<file path="src/rtl/vf_step_pkg.sv">
package vf_step_pkg;

  localparam int unsigned DEF_NUM_REGS = 128;
  localparam int unsigned DEF_MAX_VL   = 64;
  localparam int unsigned DEF_NUM_SRC  = 2;
  localparam int unsigned DEF_CTR_W    = 16;

  typedef enum logic {
    OPK_SCALAR = 1'b0,
    OPK_VECTOR = 1'b1
  } opk_e;

  typedef enum logic [1:0] {
    SA_IDLE  = 2'd0,
    SA_ADV   = 2'd1,
    SA_WRAP  = 2'd2,
    SA_EMPTY = 2'd3
  } step_act_e;

endpackage

</file>
<file path="src/rtl/vf_operand_map.sv">
module vf_operand_map
  import vf_step_pkg::*;
#(
  parameter int unsigned NUM_REGS = DEF_NUM_REGS,
  parameter int unsigned STEP_W   = 6
) (
  input  logic [$clog2(NUM_REGS)-1:0] base,
  input  opk_e                        kind,
  input  logic [STEP_W-1:0]           step,
  output logic [$clog2(NUM_REGS)-1:0] idx,
  output logic                        oor
);

  localparam int unsigned IDX_W = $clog2(NUM_REGS);
  localparam int unsigned SUM_W = ((IDX_W > STEP_W) ? IDX_W : STEP_W) + 1;
  localparam logic [SUM_W-1:0] LAST_REG = SUM_W'(NUM_REGS - 1);

  // Widened sum so that a carry past the last register is visible.
  function automatic logic [SUM_W-1:0] add_step(
    input logic [IDX_W-1:0]  b,
    input logic [STEP_W-1:0] s
  );
    return SUM_W'(b) + SUM_W'(s);
  endfunction

  logic [SUM_W-1:0] sum_w;
  logic             over_w;

  always_comb begin
    sum_w  = add_step(base, step);
    over_w = (kind == OPK_VECTOR) && (sum_w > LAST_REG);
    if (kind == OPK_SCALAR) begin
      idx = base;
    end else if (over_w) begin
      idx = '0;
    end else begin
      idx = sum_w[IDX_W-1:0];
    end
    oor = over_w;
  end

endmodule

</file>
<file path="src/rtl/vf_step_counter.sv">
module vf_step_counter
  import vf_step_pkg::*;
#(
  parameter int unsigned MAX_VL = DEF_MAX_VL
) (
  input  logic                        clk,
  input  logic                        rst,
  input  logic                        vl_wr_en,
  input  logic [$clog2(MAX_VL+1)-1:0] vl_wr_data,
  input  logic                        step_cmd,
  input  logic                        step_rc,
  output logic [$clog2(MAX_VL+1)-1:0] vl_q,
  output logic [$clog2(MAX_VL)-1:0]   srcstep_q,
  output logic [$clog2(MAX_VL)-1:0]   dststep_q,
  output logic                        cr_eq_q,
  output logic                        cr_we_q,
  output logic                        elem_tick,
  output logic                        step_hit
);

  localparam int unsigned VL_W   = $clog2(MAX_VL + 1);
  localparam int unsigned STEP_W = $clog2(MAX_VL);
  localparam logic [VL_W-1:0] VL_CAP = VL_W'(MAX_VL);

  function automatic logic [VL_W-1:0] clamp_vl(input logic [VL_W-1:0] v);
    return (v > VL_CAP) ? VL_CAP : v;
  endfunction

  function automatic step_act_e classify(
    input logic [STEP_W-1:0] cur,
    input logic [VL_W-1:0]   len
  );
    logic [VL_W-1:0] nxt;
    nxt = VL_W'(cur) + VL_W'(1);
    if (len == '0) begin
      return SA_EMPTY;
    end else if (nxt == len) begin
      return SA_WRAP;
    end else begin
      return SA_ADV;
    end
  endfunction

  logic      cmd_live;
  step_act_e act;

  always_comb begin
    cmd_live  = step_cmd && !vl_wr_en;
    act       = cmd_live ? classify(srcstep_q, vl_q) : SA_IDLE;
    step_hit  = (act == SA_WRAP) || (act == SA_EMPTY);
    elem_tick = (act == SA_ADV) || (act == SA_WRAP);
  end

  always_ff @(posedge clk) begin
    if (rst) begin
      vl_q      <= '0;
      srcstep_q <= '0;
      dststep_q <= '0;
    end else if (vl_wr_en) begin
      vl_q      <= clamp_vl(vl_wr_data);
      srcstep_q <= '0;
      dststep_q <= '0;
    end else begin
      unique case (act)
        SA_ADV: begin
          srcstep_q <= srcstep_q + STEP_W'(1);
          dststep_q <= dststep_q + STEP_W'(1);
        end
        SA_WRAP: begin
          srcstep_q <= '0;
          dststep_q <= '0;
        end
        default: begin
          srcstep_q <= srcstep_q;
          dststep_q <= dststep_q;
        end
      endcase
    end
  end

  always_ff @(posedge clk) begin
    if (rst) begin
      cr_eq_q <= 1'b0;
      cr_we_q <= 1'b0;
    end else begin
      cr_we_q <= cmd_live && step_rc;
      if (cmd_live && step_rc) begin
        cr_eq_q <= step_hit;
      end
    end
  end

endmodule

</file>
<file path="src/rtl/vf_loop_ctr.sv">
module vf_loop_ctr #(
  parameter int unsigned CTR_W = 16
) (
  input  logic             clk,
  input  logic             rst,
  input  logic             tally_clr,
  input  logic             elem_tick,
  input  logic             ctr_load,
  input  logic [CTR_W-1:0] ctr_load_val,
  input  logic             br_dec,
  output logic [CTR_W-1:0] ctr_q,
  output logic             dec_fire
);

  localparam logic [CTR_W-1:0] TALLY_MAX = '1;

  function automatic logic [CTR_W-1:0] floor_sub(
    input logic [CTR_W-1:0] a,
    input logic [CTR_W-1:0] b
  );
    return (a > b) ? (a - b) : '0;
  endfunction

  function automatic logic [CTR_W-1:0] sat_inc(input logic [CTR_W-1:0] a);
    return (a == TALLY_MAX) ? a : (a + CTR_W'(1));
  endfunction

  logic [CTR_W-1:0] tally_q;

  always_comb begin
    dec_fire = br_dec && !ctr_load;
  end

  always_ff @(posedge clk) begin
    if (rst) begin
      ctr_q <= '0;
    end else if (ctr_load) begin
      ctr_q <= ctr_load_val;
    end else if (dec_fire) begin
      ctr_q <= floor_sub(ctr_q, tally_q);
    end
  end

  always_ff @(posedge clk) begin
    if (rst || tally_clr) begin
      tally_q <= '0;
    end else if (dec_fire) begin
      tally_q <= elem_tick ? CTR_W'(1) : '0;
    end else if (elem_tick) begin
      tally_q <= sat_inc(tally_q);
    end
  end

endmodule

</file>
<file path="src/rtl/vf_step_ctrl.sv">
module vf_step_ctrl
  import vf_step_pkg::*;
#(
  parameter int unsigned NUM_REGS = DEF_NUM_REGS,
  parameter int unsigned MAX_VL   = DEF_MAX_VL,
  parameter int unsigned NUM_SRC  = DEF_NUM_SRC,
  parameter int unsigned CTR_W    = DEF_CTR_W
) (
  input  logic                                clk,
  input  logic                                rst,
  input  logic                                vl_wr_en,
  input  logic [$clog2(MAX_VL+1)-1:0]         vl_wr_data,
  input  logic                                step_cmd,
  input  logic                                step_rc,
  input  logic                                ctr_load,
  input  logic [CTR_W-1:0]                    ctr_load_val,
  input  logic                                br_dec,
  input  logic [$clog2(NUM_REGS)-1:0]         dst_base,
  input  logic                                dst_vec,
  input  logic [NUM_SRC*$clog2(NUM_REGS)-1:0] src_base,
  input  logic [NUM_SRC-1:0]                  src_vec,
  output logic [$clog2(NUM_REGS)-1:0]         dst_idx,
  output logic                                dst_oor,
  output logic [NUM_SRC*$clog2(NUM_REGS)-1:0] src_idx,
  output logic [NUM_SRC-1:0]                  src_oor,
  output logic [$clog2(MAX_VL)-1:0]           srcstep,
  output logic [$clog2(MAX_VL)-1:0]           dststep,
  output logic [$clog2(MAX_VL+1)-1:0]         vl_cur,
  output logic                                cr_eq,
  output logic                                cr_we,
  output logic [CTR_W-1:0]                    ctr_val
);

  localparam int unsigned IDX_W  = $clog2(NUM_REGS);
  localparam int unsigned STEP_W = $clog2(MAX_VL);

  logic elem_tick;
  logic step_hit;
  logic dec_fire;

  vf_step_counter #(
    .MAX_VL (MAX_VL)
  ) u_steps (
    .clk        (clk),
    .rst        (rst),
    .vl_wr_en   (vl_wr_en),
    .vl_wr_data (vl_wr_data),
    .step_cmd   (step_cmd),
    .step_rc    (step_rc),
    .vl_q       (vl_cur),
    .srcstep_q  (srcstep),
    .dststep_q  (dststep),
    .cr_eq_q    (cr_eq),
    .cr_we_q    (cr_we),
    .elem_tick  (elem_tick),
    .step_hit   (step_hit)
  );

  vf_loop_ctr #(
    .CTR_W (CTR_W)
  ) u_loop (
    .clk          (clk),
    .rst          (rst),
    .tally_clr    (vl_wr_en),
    .elem_tick    (elem_tick),
    .ctr_load     (ctr_load),
    .ctr_load_val (ctr_load_val),
    .br_dec       (br_dec),
    .ctr_q        (ctr_val),
    .dec_fire     (dec_fire)
  );

  vf_operand_map #(
    .NUM_REGS (NUM_REGS),
    .STEP_W   (STEP_W)
  ) u_dst_map (
    .base (dst_base),
    .kind (opk_e'(dst_vec)),
    .step (dststep),
    .idx  (dst_idx),
    .oor  (dst_oor)
  );

  for (genvar k = 0; k < NUM_SRC; k++) begin : g_src
    vf_operand_map #(
      .NUM_REGS (NUM_REGS),
      .STEP_W   (STEP_W)
    ) u_src_map (
      .base (src_base[k*IDX_W +: IDX_W]),
      .kind (opk_e'(src_vec[k])),
      .step (srcstep),
      .idx  (src_idx[k*IDX_W +: IDX_W]),
      .oor  (src_oor[k])
    );
  end

endmodule

</file>
<file path="config.mk">
export PLATFORM = sky130hd
export DESIGN_NAME = vf_step_ctrl
export DESIGN_NICKNAME = d
export VERILOG_FILES = /design/src/rtl/vf_step_pkg.sv /design/src/rtl/vf_operand_map.sv /design/src/rtl/vf_step_counter.sv /design/src/rtl/vf_loop_ctr.sv /design/src/rtl/vf_step_ctrl.sv
export SDC_FILE = /design/constraint.sdc
export NUM_CORES = 1
export LEC_CHECK = 0
export BUFFER_PORTS_ARGS = -buffer_cell sky130_fd_sc_hd__buf_2
export CAP_MARGIN = 10
export CORE_ASPECT_RATIO = 1.5
export CORE_MARGIN = 4
export CORE_UTILIZATION = 35
export DETAILED_ROUTE_END_ITERATION = 10
export PLACE_DENSITY = 0.62
export SLEW_MARGIN = 20
export SYNTH_ARGS = -nofsm -noshare
export SYNTH_HDL_FRONTEND = slang
export SYNTH_SLANG_ARGS = --single-unit
</file>
<file path="constraint.sdc">
create_clock -name clk -period 5.65 [get_ports clk]
set_clock_uncertainty 0.15 [all_clocks]
set_input_delay 1.13 -clock clk [delete_from_list [all_inputs] [get_ports clk]]
set_output_delay 1.13 -clock clk [all_outputs]
set_load 0.1 [all_outputs]
</file>
; ---- Word-level counts from Yosys, hierarchy flattened
; Cells that the tools add are included.
; W data, S select, Z words.
[op_classes]
muxes = 19
reduce_logical = 17
n_lt_le_gt_ge = 5
add_sub_neg = 8
n_eq_ne = 6
[op_table]
columns = op, n
row1 = $mux W16, 6
row2 = $mux W7, 7
row3 = $add A7 B6 Y8, 3
row4 = $gt A8 B7 Y1 const B, 3
row5 = $pmux W6 S2, 2
row6 = $add A16 B1 Y16 const B, 1
row7 = $eq A16 B16 Y1 const B, 1
row8 = $gt A16 B16 Y1, 1
row9 = $sub A16 B16 Y16, 1
row10 = $add A6 B1 Y6 const B, 2
row11 = $add A6 B1 Y7 const B, 1
row12 = $eq A7 B7 Y1, 1
row13 = $gt A7 B7 Y1 const B, 1
row14 = $logic_not A7 Y1, 1
row15 = $logic_and A1 B1 Y1, 6
row16 = $mux W2, 3
row17 = $reduce_bool A2 Y1, 3
row18 = $eq A2 B2 Y1 const B, 2
row19 = $logic_or A1 B1 Y1, 3
row20 = $eq A2 B1 Y1 const B, 1
row21 = $logic_not A1 Y1, 2
row22 = $ne A2 B2 Y1 const B, 1
row23 = $reduce_and A2 Y1, 1
row24 = $reduce_or A2 Y1, 1
row25 = $mux W1, 1
[word_totals]
output_inout_bits = 61
reg_bits = 53
in_bits = 54
word_cells = 62

; ---- Logic depth before layout (Yosys ltp)
; Gate-level depths: netlist of the first run.
[logic_depth]
ltp_word = 9
mapped_depth = 13
mapped_depth_nobuf = 12

; ---- Modules after synthesis
; Synthesis of the first run repeated with hierarchy kept, for this count alone.
[unflattened]
cells_unflattened = 547
hier_area_um2 = 4455.5
[modules_own_cells]
columns = module, area_per_inst_um2, cells_each, instances, seq_area_each_um2
row1 = vf_loop_ctr, 2332.2, 292, 1, 640.6
row2 = vf_step_counter, 1102.3, 126, 1, 420.4
row3 = vf_operand_map, 340.3, 43, 3, 0.0

; ---- Worst setup path after synthesis of the first run
; No wires, ideal clock.
[synth_timing]
path_type = input to output
startpoint = in dst_base[1]
endpoint = out dst_idx[2]
required_time_ns = 4.370
path_buffers = 0
t_arrival_ns = 5.725
setup_slack_ns = -1.355
stages = 7
cell_sequence = ha_1 a21o_1 a21oi_1 o21bai_1 a211oi_1 nor3_1 a211oi_1
[synth_via]
elab_chain_len = 5
[synth_rtl]
columns = element, line_no
row1 = from (decl), vf_step_ctrl.sv:18  ; input logic [$clog2(NUM_REGS)-1:0] dst_base,
row2 = $add A7 B6 Y8, vf_operand_map.sv:23  ; return SUM_W'(b) + SUM_W'(s);
row3 = $gt A8 B7 Y1, vf_operand_map.sv:31  ; over_w = (kind == OPK_VECTOR) && (sum_w > LAST_REG);
row4 = $logic_and A1 B1 Y1, vf_operand_map.sv:31
row5 = via dst_oor, vf_step_ctrl.sv:23  ; output logic dst_oor,
row6 = $mux W7, vf_operand_map.sv:34  ; end else if (over_w) begin
row7 = $mux W7, vf_operand_map.sv:32  ; if (kind == OPK_SCALAR) begin
row8 = to (decl), vf_step_ctrl.sv:22  ; output logic [$clog2(NUM_REGS)-1:0] dst_idx,
; The timed path passes the listed nets, and every way through them passes these cells.

; ---- Worst setup path in the final report of the first run
[layout_timing]
startpoint = in dst_base[1]
endpoint = out dst_idx[2]
[layout_via]
elab_chain_len = 5
[layout_rtl]
columns = element, line_no
row1 = $add A7 B6 Y8 (*), vf_operand_map.sv:23
row2 = $gt A8 B7 Y1, vf_operand_map.sv:31
row3 = $logic_and A1 B1 Y1, vf_operand_map.sv:31
row4 = $mux W7 (*), vf_operand_map.sv:34
row5 = $mux W7 (*), vf_operand_map.sv:32
; Every way passes the cells marked *; elsewhere a longest branch is shown, timed or not.

==> impl_metrics.toml, run 1 <==
[status]
run_status = "finished, final reports clean"

[synth]
yosys_register_bits = 53
synth-warning-count = 0
post_synth_main_area_contributors = "sky130_fd_sc_hd__dfxtp_1, sky130_fd_sc_hd__ha_1, sky130_fd_sc_hd__xnor2_1, sky130_fd_sc_hd__a21oi_1, sky130_fd_sc_hd__nor2_1"
cell_area_after_technology_mapping_mm2 = 0.00448
syn_nets = 655
yosys_most_used_dff = "sky130_fd_sc_hd__dfxtp_1"
synth_top_area_share_pct = 23.7
syn_area_per_cell_um2 = 8.02
synth_async_reset_ratio_pct = 0
yosysSeqAreaShare_pct = 23.7
number_of_cells_produced_by_synthesis = 558
yosysTopAreaCell = "sky130_fd_sc_hd__dfxtp_1"
number_of_distinct_library_cells_after_synthesis = 63
number_of_enable_type_register_cells_in_the_synthesized_netlist = 0

[final_layout]
layout-drive-gt1-share_pct = 22.1
fin_nets = 751
synthToLayoutAreaGrowth_pct = 17.9
layout_common_cells = "sky130_fd_sc_hd__buf_2, sky130_fd_sc_hd__nor2_1, sky130_fd_sc_hd__a21oi_1"
final_common_cell = "sky130_fd_sc_hd__buf_2"
antenna-diode-count = 0
final_design_area_no_fill_mm2 = 0.00528

[drt]
routedWlPerCell_um = 14.8
drcViolationCount = 0
postRouteAntennaNets = 0
postRouteWirelength_um = 12000
via_per_inst = 5.30
detailedRoute.firstIterationViolations = 106
first_pass_iters = 4
detailroute.via_count = 4299

[sta]
finalHoldWorstSlack_ns = 0.378
finalHoldViolations = 0
maxSlewHeadroom_pct = 30.1
final_min_period_over_clock_period_pct = 79.9
setup-violations-final = 0
worst_pin_slew_ns = 1.05
max_clock_freq_mhz = 222
rsz0062_at_grt = "false"
timing.final.crit_period_ns = 4.51
setup-tns-final_ns = 0
report.final.slew_viol_count = 0

[floorplanning]
floorplan_die_area_mm2 = 0.0147
placeableCoreArea_mm2 = 0.0125
starting_density_of_the_core_pct = 35.8
die_w_um = 100
number_of_i_o_pins = 115
placementRows = 50
die_ht_um = 147

[global_routing]
grt.total_usage_pct = 16.1
wire_length_of_the_first_global_routing_pass_um = 19900
grt_max_degree = 35
grt_overflow = 0
grt_pass1_vias = 4298
grt_antenna_before_repair = 0

[clock_network]
cells_resized_by_post_cts_repair = 0
ctsRootBufferMaster = "sky130_fd_sc_hd__clkbuf_16"
cts.hold.buffers_added = 0
max-clock-path-buffers = 2
clkLatencyLatePin_ns = 0.29
cts_setup_buffers = 0
count_of_clock_tree_sinks = 53
cts_buffers = 5
clock_slew_seen_by_the_registers_of_the_worst_setup_and_hold_paths_ns = 0.08
tritoncts = "yes"
cts.htree.levels = 2

[critical_path]
cpPeakStageDelay_ns = 0.45
critical_path_required_ns = 4.37
critical_path_s_most_frequent_cell = "sky130_fd_sc_hd__buf_2"
r2r_worst_path_depth = 12
cp-end-kind = "primary output"
slowest_stage = "sky130_fd_sc_hd__buf_2"
timing_worst_setup_path_type = "primary input to primary output"
cp.arrival_ns = 3.23
crit_path_cell_trace = "buf_2, ha_1, a21o_1, a21oi_1, o21bai_1, a211oi_1, nor3_4, a211oi_2, buf_2"
critical_path_peak_fanout = 6
regToRegSetupSlack_ns = 1.69
r2r_end = "u_loop.tally_q[13]"
worst_r2r_startpoint = "u_steps.srcstep_q[1]"
crit_path_start_kind = "primary input"

[place]
detailedPlacementHpwl_um = 9440
routability_cong = 0.879
placedInstanceArea_mm2 = 0.00511
io_buffer_count = 114

[hold_path]
hold_start = "u_steps.cr_eq_q"
hold_end = "u_steps.cr_eq_q"
type_of_the_worst_min_delay_path = "flip-flop to flip-flop"
worst_hold_path.num_cells = 2

[pwr]
p_leak_nw = 2.33
power_density_mw_per_mm2 = 250
power.ir.vdd_worst_mv = 0.138

[flow_run]
number_of_maximum_capacitance_violations = 0
==> Yosys cell counts (all sizes together), types with 3 or more instances <==
| library cell | n |
|---|---|
| xor2 | 12 |
| buf | 9 |
| ha | 39 |
| o21a | 3 |
| nand3 | 19 |
| nor2 | 72 |
| o21ai | 23 |
| o211ai | 3 |
| nand3b | 7 |
| and4 | 4 |
| xnor2 | 37 |
| nand4 | 4 |
| o2bb2ai | 12 |
| nand2b | 7 |
| a31oi | 5 |
| clkbuf | 14 |
| a211oi | 7 |
| a21oi | 56 |
| dfxtp | 53 |
| a21o | 10 |
| fa | 4 |
| nor2b | 9 |
| nor4 | 6 |
| mux2i | 13 |
| inv | 30 |
| and3 | 5 |
| a31o | 4 |
| nor3 | 18 |
| nand2 | 22 |
| o21bai | 6 |
| nor3b | 17 |
==> through the flow <==
step	util [%]	std cells	worst slack (ns)	power [mW]
after floorplan	-	558	0.0822	0.868
after global placement	40.8	803	1.18	0.961
after detailed placement	40.8	803	1.13	0.967
after CTS	42.2	811	1.13	1.33
after global routing	42.2	811	1.03	1.38
final	42.2	811	1.14	1.32
==> worst max path at each step <==
| stage | start | end | slack [ns] | cells past startpoint |
|---|---|---|---|---|
| after floorplan | dst_base[0] | dst_idx[6] | 0.08 | 7 |
| after global placement | dst_base[1] | dst_idx[2] | 1.18 | 9 |
| after detailed placement | dst_base[1] | dst_idx[2] | 1.13 | 9 |
| after CTS | dst_base[1] | dst_idx[2] | 1.13 | 9 |
| after global routing | dst_base[1] | dst_idx[2] | 1.03 | 9 |
| final | dst_base[1] | dst_idx[2] | 1.14 | 9 |
==> worst max-delay path, delay by kind of cell <==
family | cells | cell delay (ns)
AND/OR/NAND/NOR | 1 | 0.12
adder cells (fa/ha/maj) | 1 | 0.29
buffers and inverters | 2 | 0.57
AO/OA/AOI/OAI | 5 | 1.10
==> state kept, by name (all words and copies together), names as in the netlist <==
| register | flops |
|---|---|
| u_steps.dststep_q | 6 |
| u_steps.vl_q | 7 |
| u_steps.srcstep_q | 6 |
| u_loop.ctr_q | 16 |
| u_steps.cr_we_q | 1 |
| u_loop.tally_q | 16 |
| u_steps.cr_eq_q | 1 |
==> metal layers <==
metal / vias up / part of all wire (%) / global-route usage, %
met4: 0 / 1.8 / 4.32
met2: 124 / 53 / 31.6
li1: 2183 / - / -
met3: 12 / 5.1 / 1.91
met5: - / 0 / 0
met1: 1980 / 40 / 17.6
==> cell families after synthesis <==
logic type / share of synthesized area [%]
AND/OR/NAND/NOR: 23.2
buffers and inverters: 6.18
AO/OA/AOI/OAI: 21.2
XOR/XNOR: 9.59
multiplexers: 3.49
flip-flops: 23.7
adder cells (fa/ha/maj): 12.7
==> layout make-up <==
type / count / area [um^2]
clock buffer: 5 / 125
inverter: 30 / 113
sequential: 53 / 1060
multi-input combinational: 450 / 3170
clock inverter: 3 / 43.8
timing repair buffer: 114 / 571
fill: 1270 / 7230
tap: 156 / 195
==> power breakdown <==
| part | switching (mW) | total (mW) | internal (mW) |
|---|---|---|---|
| clock network | 0.149 | 0.359 | 0.210 |
| logic | 0.395 | 0.556 | 0.161 |
| registers | 0.0157 | 0.404 | 0.389 |
Power figures use the tool's default switching activity.
==> run 2, diff against run 1 <==
==> constraint.sdc (replaced) <==
create_clock -name clk -period 4.3 [get_ports clk]
set_clock_uncertainty 0.15 [all_clocks]
set_input_delay 0.86 -clock clk [delete_from_list [all_inputs] [get_ports clk]]
set_output_delay 0.86 -clock clk [all_outputs]
set_load 0.1 [all_outputs]
==> run 2 against run 1 <==
  * Cell count rose by 0.25%
  * Count of clock-buffer cells in the layout is the same
  * Sequential power is 32% higher
  * Total power increased by 36%
  * Via count is 0.95% higher
  * Die area stayed put
  * Critical path type unchanged
  * Largest power group unchanged
==> impl_metrics.toml, run 2 (synthesis gave the netlist of run 1 again) <==
[status]
run_status = "finished, final reports clean"

[global_routing]
grt.total_usage_pct = 16.1
grt.met3_usage_pct = 2.15
grt_max_degree = 35
wire_length_of_the_first_global_routing_pass_um = 19900
grt_pass1_vias = 4311
global_routing_met2_resource_utilization_pct = 31.1
grt_overflow = 0
grt_use_met1_pct = 17.8
grt_busiest_layer = "met2"
grt_antenna_before_repair = 0

[sta]
final_min_period_over_clock_period_pct = 92.3
rsz0062_at_grt = "false"
report.final.slew_viol_count = 0
maxSlewHeadroom_pct = 31.2
timing.final.crit_period_ns = 3.97
finalHoldViolations = 0
max_clock_freq_mhz = 252
setup-violations-final = 0
setup-tns-final_ns = 0
worst_pin_slew_ns = 1.03

[clock_network]
cells_resized_by_post_cts_repair = 0
ctsRootBufferMaster = "sky130_fd_sc_hd__clkbuf_16"
max-clock-path-buffers = 2
clkLatencyLatePin_ns = 0.30
cts.htree.levels = 2
cts_setup_buffers = 0
clock_slew_seen_by_the_registers_of_the_worst_setup_and_hold_paths_ns = 0.08
tritoncts = "yes"
cts_buffers = 5
count_of_clock_tree_sinks = 53
cts.hold.buffers_added = 0

[critical_path]
path_buf_inv = 2
critical_path_required_ns = 3.29
cp.arrival_ns = 2.96
cp_top_family = "compound AO/OA/AOI/OAI gates"
worst_r2r_startpoint = "u_steps.srcstep_q[0]"
slowest_stage = "sky130_fd_sc_hd__buf_2"
critical_path_peak_fanout = 6
cpPeakStageDelay_ns = 0.45
timing_worst_setup_path_type = "primary input to primary output"
crit_path_cell_trace = "buf_2, ha_1, a21o_1, a21oi_1, o21bai_1, a211oi_1, nor3_4, a211oi_2, buf_2"
crit_path_start = "dst_base[1]"
critical_path_s_most_frequent_cell = "sky130_fd_sc_hd__buf_2"
crit_path_start_kind = "primary input"
cp-end-kind = "primary output"

[pwr]
p_int_mw = 1.06
p_leak_nw = 2.37
net-switching-power_uw = 738
power_frac_comb_pct = 41.0
switching_share_pct = 41.1
power.ir.vdd_worst_mv = 0.197
p_clk_share_pct = 29.4
share_seq_of_total_power_pct = 29.6
power_density_mw_per_mm2 = 334

[drt]
postRouteAntennaNets = 0
detailroute.via_count = 4340
routedWlPerCell_um = 14.8
detailedRoute.firstIterationViolations = 65
postRouteWirelength_um = 12100
via_per_inst = 5.34
drcViolationCount = 0
first_pass_iters = 4

[floorplanning]
starting_density_of_the_core_pct = 35.8
placeableCoreArea_mm2 = 0.0125
floorplan_die_area_mm2 = 0.0147
die_ht_um = 147
die_w_um = 100
placementRows = 50
number_of_i_o_pins = 115

[final_layout]
fin_nets = 753
ff_latch_area_mm2 = 0.00106
synthToLayoutAreaGrowth_pct = 20.3
antenna-diode-count = 0
fillerInstances = 1296
layout_common_cells = "sky130_fd_sc_hd__buf_2, sky130_fd_sc_hd__nor2_1, sky130_fd_sc_hd__a21oi_1"
footprint_of_the_multi_input_gates_mm2 = 0.00324
final_common_cell = "sky130_fd_sc_hd__buf_2"
biggestRegsByFlops = "u_loop.ctr_q (16), u_loop.tally_q (16), u_steps.vl_q (7)"
final_design_area_no_fill_mm2 = 0.00538
layout-drive-gt1-share_pct = 23.9

[place]
routability_cong = 0.862
placedInstanceArea_mm2 = 0.00519
detailedPlacementHpwl_um = 9560
io_buffer_count = 114

[hold_path]
hold_start = "u_steps.cr_eq_q"
type_of_the_worst_min_delay_path = "flip-flop to flip-flop"

[flow_run]
number_of_maximum_capacitance_violations = 0
-- run 2: changes by cell type in the layout (fill, tap and decap cells not counted), sizes merged --
cell / change
inv: -1
buf: +2
bufinv: +1
-- run 2: power by group through the flow --
stage	clock [mW]	sequential [mW]	combinational, mW
5_1_grt	0.556	0.535	0.791
6_report	0.528	0.532	0.738
4_1_cts	0.540	0.531	0.741
2_1_floorplan	0	0.675	0.473
3_5_place_dp	0	0.543	0.737
3_3_place_gp	0	0.542	0.729
-- run 2: final cells by class --
cell class | instances | share of cell area [%]
multi-input combinational | 450 | 60.1
sequential | 53 | 19.8
timing repair buffer | 116 | 10.9
tap | 156 | 3.63
clock buffer | 5 | 2.32
inverter | 30 | 2.09
clock inverter | 3 | 1.21
-- run 2: metal layers --
layer	share of wire (%)	wire [um]	vias up
li1	-	-	2187
met3	4.5	549	16
met1	40	4880	2030
met4	1.6	188	0
met2	53	6460	107
met5	0	0	-
-- run 2: final timing paths --
path                        to  slack [ns]  cells past startpoint
min reg2reg    u_steps.cr_eq_q        0.37                      2
max                 dst_idx[2]        0.33                      9
max reg2reg  u_loop.tally_q[7]        0.69                     12
min            u_steps.cr_eq_q        0.37                      2
-- run 2: stage by stage --
step / cells / total power [mW] / hold slack, ns / utilization [%] / setup slack [ns]
after global routing: 813 / 1.88 / 0.391 / 43.0 / 0.161
after floorplan: 558 / 1.15 / 0.348 / - / -0.276
final: 813 / 1.80 / 0.372 / 43.0 / 0.330
after global placement: 805 / 1.27 / 0.356 / 41.5 / 0.364
after CTS: 813 / 1.81 / 0.373 / 43.0 / 0.299
after detailed placement: 805 / 1.28 / 0.359 / 41.5 / 0.311
-- run 2: worst min-delay path, stage by stage, from the launching register on --
cell and delay, ns:
sky130_fd_sc_hd__dfxtp_1 0.32, sky130_fd_sc_hd__a21oi_1 0.11, sky130_fd_sc_hd__nor3_1 0.05
==> run 3, diff against run 2 <==
--- a/config.mk
+++ b/config.mk
@@ -5,13 +5,14 @@
 export SDC_FILE = /design/constraint.sdc
 export NUM_CORES = 1
 export LEC_CHECK = 0
+export ABC_AREA = 1
 export BUFFER_PORTS_ARGS = -buffer_cell sky130_fd_sc_hd__buf_2
 export CAP_MARGIN = 10
 export CORE_ASPECT_RATIO = 1.5
 export CORE_MARGIN = 4
 export CORE_UTILIZATION = 35
 export DETAILED_ROUTE_END_ITERATION = 10
-export PLACE_DENSITY = 0.62
+export PLACE_DENSITY = 0.61
 export SLEW_MARGIN = 20
 export SYNTH_ARGS = -nofsm -noshare
 export SYNTH_HDL_FRONTEND = slang
==> run 3 against run 2 <==
  * Fmax is 7.0% higher
  * Count of clock-buffer cells in the layout up 2
  * Global-route usage is 0.90 points higher
  * Non-clock buffer count is 1 higher
  * Routed wire length rose by 9.5%
  * Synthesized cell count is 34% higher
  * Sequential power barely moved
  * First-iteration DRC count rose to 2.8 times the previous value
==> impl_metrics.toml, run 3 <==
[final_layout]
antenna-diode-count = 0
final_common_cell = "sky130_fd_sc_hd__nand2_1"
layout-drive-gt1-share_pct = 20.7
post-route-util_pct = 43.0
fin_nets = 953
layout_common_cells = "sky130_fd_sc_hd__nand2_1, sky130_fd_sc_hd__buf_2, sky130_fd_sc_hd__inv_1"
biggestRegsByFlops = "u_loop.ctr_q (16), u_loop.tally_q (16), u_steps.vl_q (7)"
final_design_area_no_fill_mm2 = 0.00565
synthToLayoutAreaGrowth_pct = 19.5

[clock_network]
max-clock-path-buffers = 2
cts.hold.buffers_added = 0
cts_buffers = 5
count_of_clock_tree_sinks = 53
cells_resized_by_post_cts_repair = 0
cts_setup_buffers = 0
clock_slew_seen_by_the_registers_of_the_worst_setup_and_hold_paths_ns = 0.07
ctsRootBufferMaster = "sky130_fd_sc_hd__clkbuf_16"
tritoncts = "yes"
clkLatencyLatePin_ns = 0.30
cts.htree.levels = 2

[pwr]
power.total_mw = 1.65
power.ir.vdd_worst_mv = 0.148
power_density_mw_per_mm2 = 292
p_leak_nw = 2.86

[place]
routability_cong = 0.917
detailedPlacementHpwl_um = 11000
preCtsSetupSlack_ns = 0.580
placedInstanceArea_mm2 = 0.00551
io_buffer_count = 114

[synth]
number_of_cells_produced_by_synthesis = 745
syn_nets = 842
post_synth_main_area_contributors = "sky130_fd_sc_hd__dfxtp_1, sky130_fd_sc_hd__nand2_1, sky130_fd_sc_hd__ha_1, sky130_fd_sc_hd__inv_1, sky130_fd_sc_hd__nand3_1"
number_of_distinct_library_cells_after_synthesis = 40
synth.cells.most_frequent = "sky130_fd_sc_hd__nand2_1, sky130_fd_sc_hd__inv_1, sky130_fd_sc_hd__nor2_1"
synth_top_area_share_pct = 22.4
synth-warning-count = 0
yosysSeqAreaShare_pct = 22.4
synth_async_reset_ratio_pct = 0
yosys_register_bits = 53
yosysTopAreaCell = "sky130_fd_sc_hd__dfxtp_1"
number_of_enable_type_register_cells_in_the_synthesized_netlist = 0
cell_area_after_technology_mapping_mm2 = 0.00473
synth_most_common_cell = "sky130_fd_sc_hd__nand2_1"
yosys_most_used_dff = "sky130_fd_sc_hd__dfxtp_1"
syn_area_per_cell_um2 = 6.35

[drt]
routedWlPerCell_um = 13.0
detailroute.via_count = 5042
via_per_inst = 4.96
detailedRoute.firstIterationViolations = 184
postRouteWirelength_um = 13200
first_pass_iters = 4
postRouteAntennaNets = 0
drcViolationCount = 0

[critical_path]
crit_path_start_kind = "primary input"
cp-end-kind = "primary output"
cp_top_family = "buffers and inverters"
cpPeakStageDelay_ns = 0.44
crit_path_cell_trace = "buf_2, ha_1, a21oi_1, nor2_1, a21oi_1, nand3_1, o21ai_2, buf_2"
critical_path_required_ns = 3.29
path_buf_inv = 2
cp.arrival_ns = 2.70
timing_worst_setup_path_type = "primary input to primary output"
critical_path_peak_fanout = 6
slowest_stage = "sky130_fd_sc_hd__buf_2"

[global_routing]
grt_max_degree = 22
grt_antenna_before_repair = 0
grt_overflow = 0
grt_pass1_vias = 4785
wire_length_of_the_first_global_routing_pass_um = 21400
grt.total_usage_pct = 17.0

[sta]
setup-violations-final = 0
final_min_period_over_clock_period_pct = 86.3
timing.final.crit_period_ns = 3.71
report.final.slew_viol_count = 0
layout_setup_ws_ns = 0.590
max_clock_freq_mhz = 270
finalHoldViolations = 0
maxSlewHeadroom_pct = 59.1
worst_pin_slew_ns = 0.613
rsz0062_at_grt = "false"

[status]
run_status = "finished, final reports clean"

[floorplanning]
floorplan_die_area_mm2 = 0.0155
placeableCoreArea_mm2 = 0.0131
starting_density_of_the_core_pct = 36.0
die_ht_um = 150
placementRows = 51
number_of_i_o_pins = 115
die_w_um = 103

[hold_path]
type_of_the_worst_min_delay_path = "flip-flop to flip-flop"

[flow_run]
number_of_maximum_capacitance_violations = 0
-- run 3: changes by cell type after synthesis, sizes merged, moves of 10 or more --
cell and delta:
nor2 -10, nand2 +201, nor3b -17, a21o -10
nand4 +12, o2bb2ai -12, a22oi +14, nand3 +33
mux2i -13, xnor2 -33, inv +79
-- run 3: logic make-up (layout without fill, tap and decap cells) --
logic type,Yosys count,after routing,synth area share [%]
AND/OR/NAND/NOR,388,388,36.2
buffers and inverters,123,235,10.4
AO/OA/AOI/OAI,113,113,14.3
flip-flops,53,53,22.4
adder cells (fa/ha/maj),43,43,12.0
XOR/XNOR,25,25,4.63
-- run 3: cell type report --
type                            count  area (um^2)
Fill cell                        1434         7490
Multi-Input combinational cell    569         3240
Sequential cell                    53         1060
Inverter                          110          413
Clock inverter                      1         7.51
Clock buffer                        7          133
Tap cell                          159          199
Timing Repair Buffer              117          593
-- run 3: stage by stage --
step           cells  TNS, ns  hold slack [ns]
6_report        1016        0            0.338
5_1_grt         1016        0            0.374
4_1_cts         1016        0            0.343
3_5_place_dp    1008        0            0.333
3_3_place_gp    1008        0            0.322
2_1_floorplan    745    -3.06            0.307
-- run 3: where the power goes --
group | internal [mW] | leakage, nW | total [mW] | switching [mW]
clock network | 0.218 | 0.0641 | 0.416 | 0.199
registers | 0.509 | 0.431 | 0.530 | 0.0208
logic | 0.175 | 2.36 | 0.705 | 0.530
total | 0.901 | 2.86 | 1.65 | 0.749
-- run 3: tightest hold or removal path, delay by kind of cell, from the launching register on --
family	cells	cell delay [ns]
AND/OR/NAND/NOR	1	0.06
flip-flops	1	0.33
AO/OA/AOI/OAI	1	0.05
-- run 3: worst paths after layout --
| path | cells after the start | startpoint | slack (ns) | to |
|---|---|---|---|---|
| setup / recovery | 8 | src_base[11] | 0.59 | src_idx[11] |
| hold / removal | 2 | u_loop.tally_q[15] | 0.34 | u_loop.tally_q[15] |
| setup reg to reg | 13 | u_steps.srcstep_q[1] | 1.11 | u_steps.srcstep_q[2] |
| hold reg to reg | 2 | u_loop.tally_q[15] | 0.34 | u_loop.tally_q[15] |
-- run 3: per-layer routing --
metal | global-route usage (%) | vias to the layer above | wire (um)
met3 | 1.90 | 18 | 511
met4 | 5.70 | 0 | 304
met1 | 18.0 | 2274 | 5120
met2 | 33.6 | 92 | 7280
li1 | - | 2658 | -
met5 | 0 | - | 0
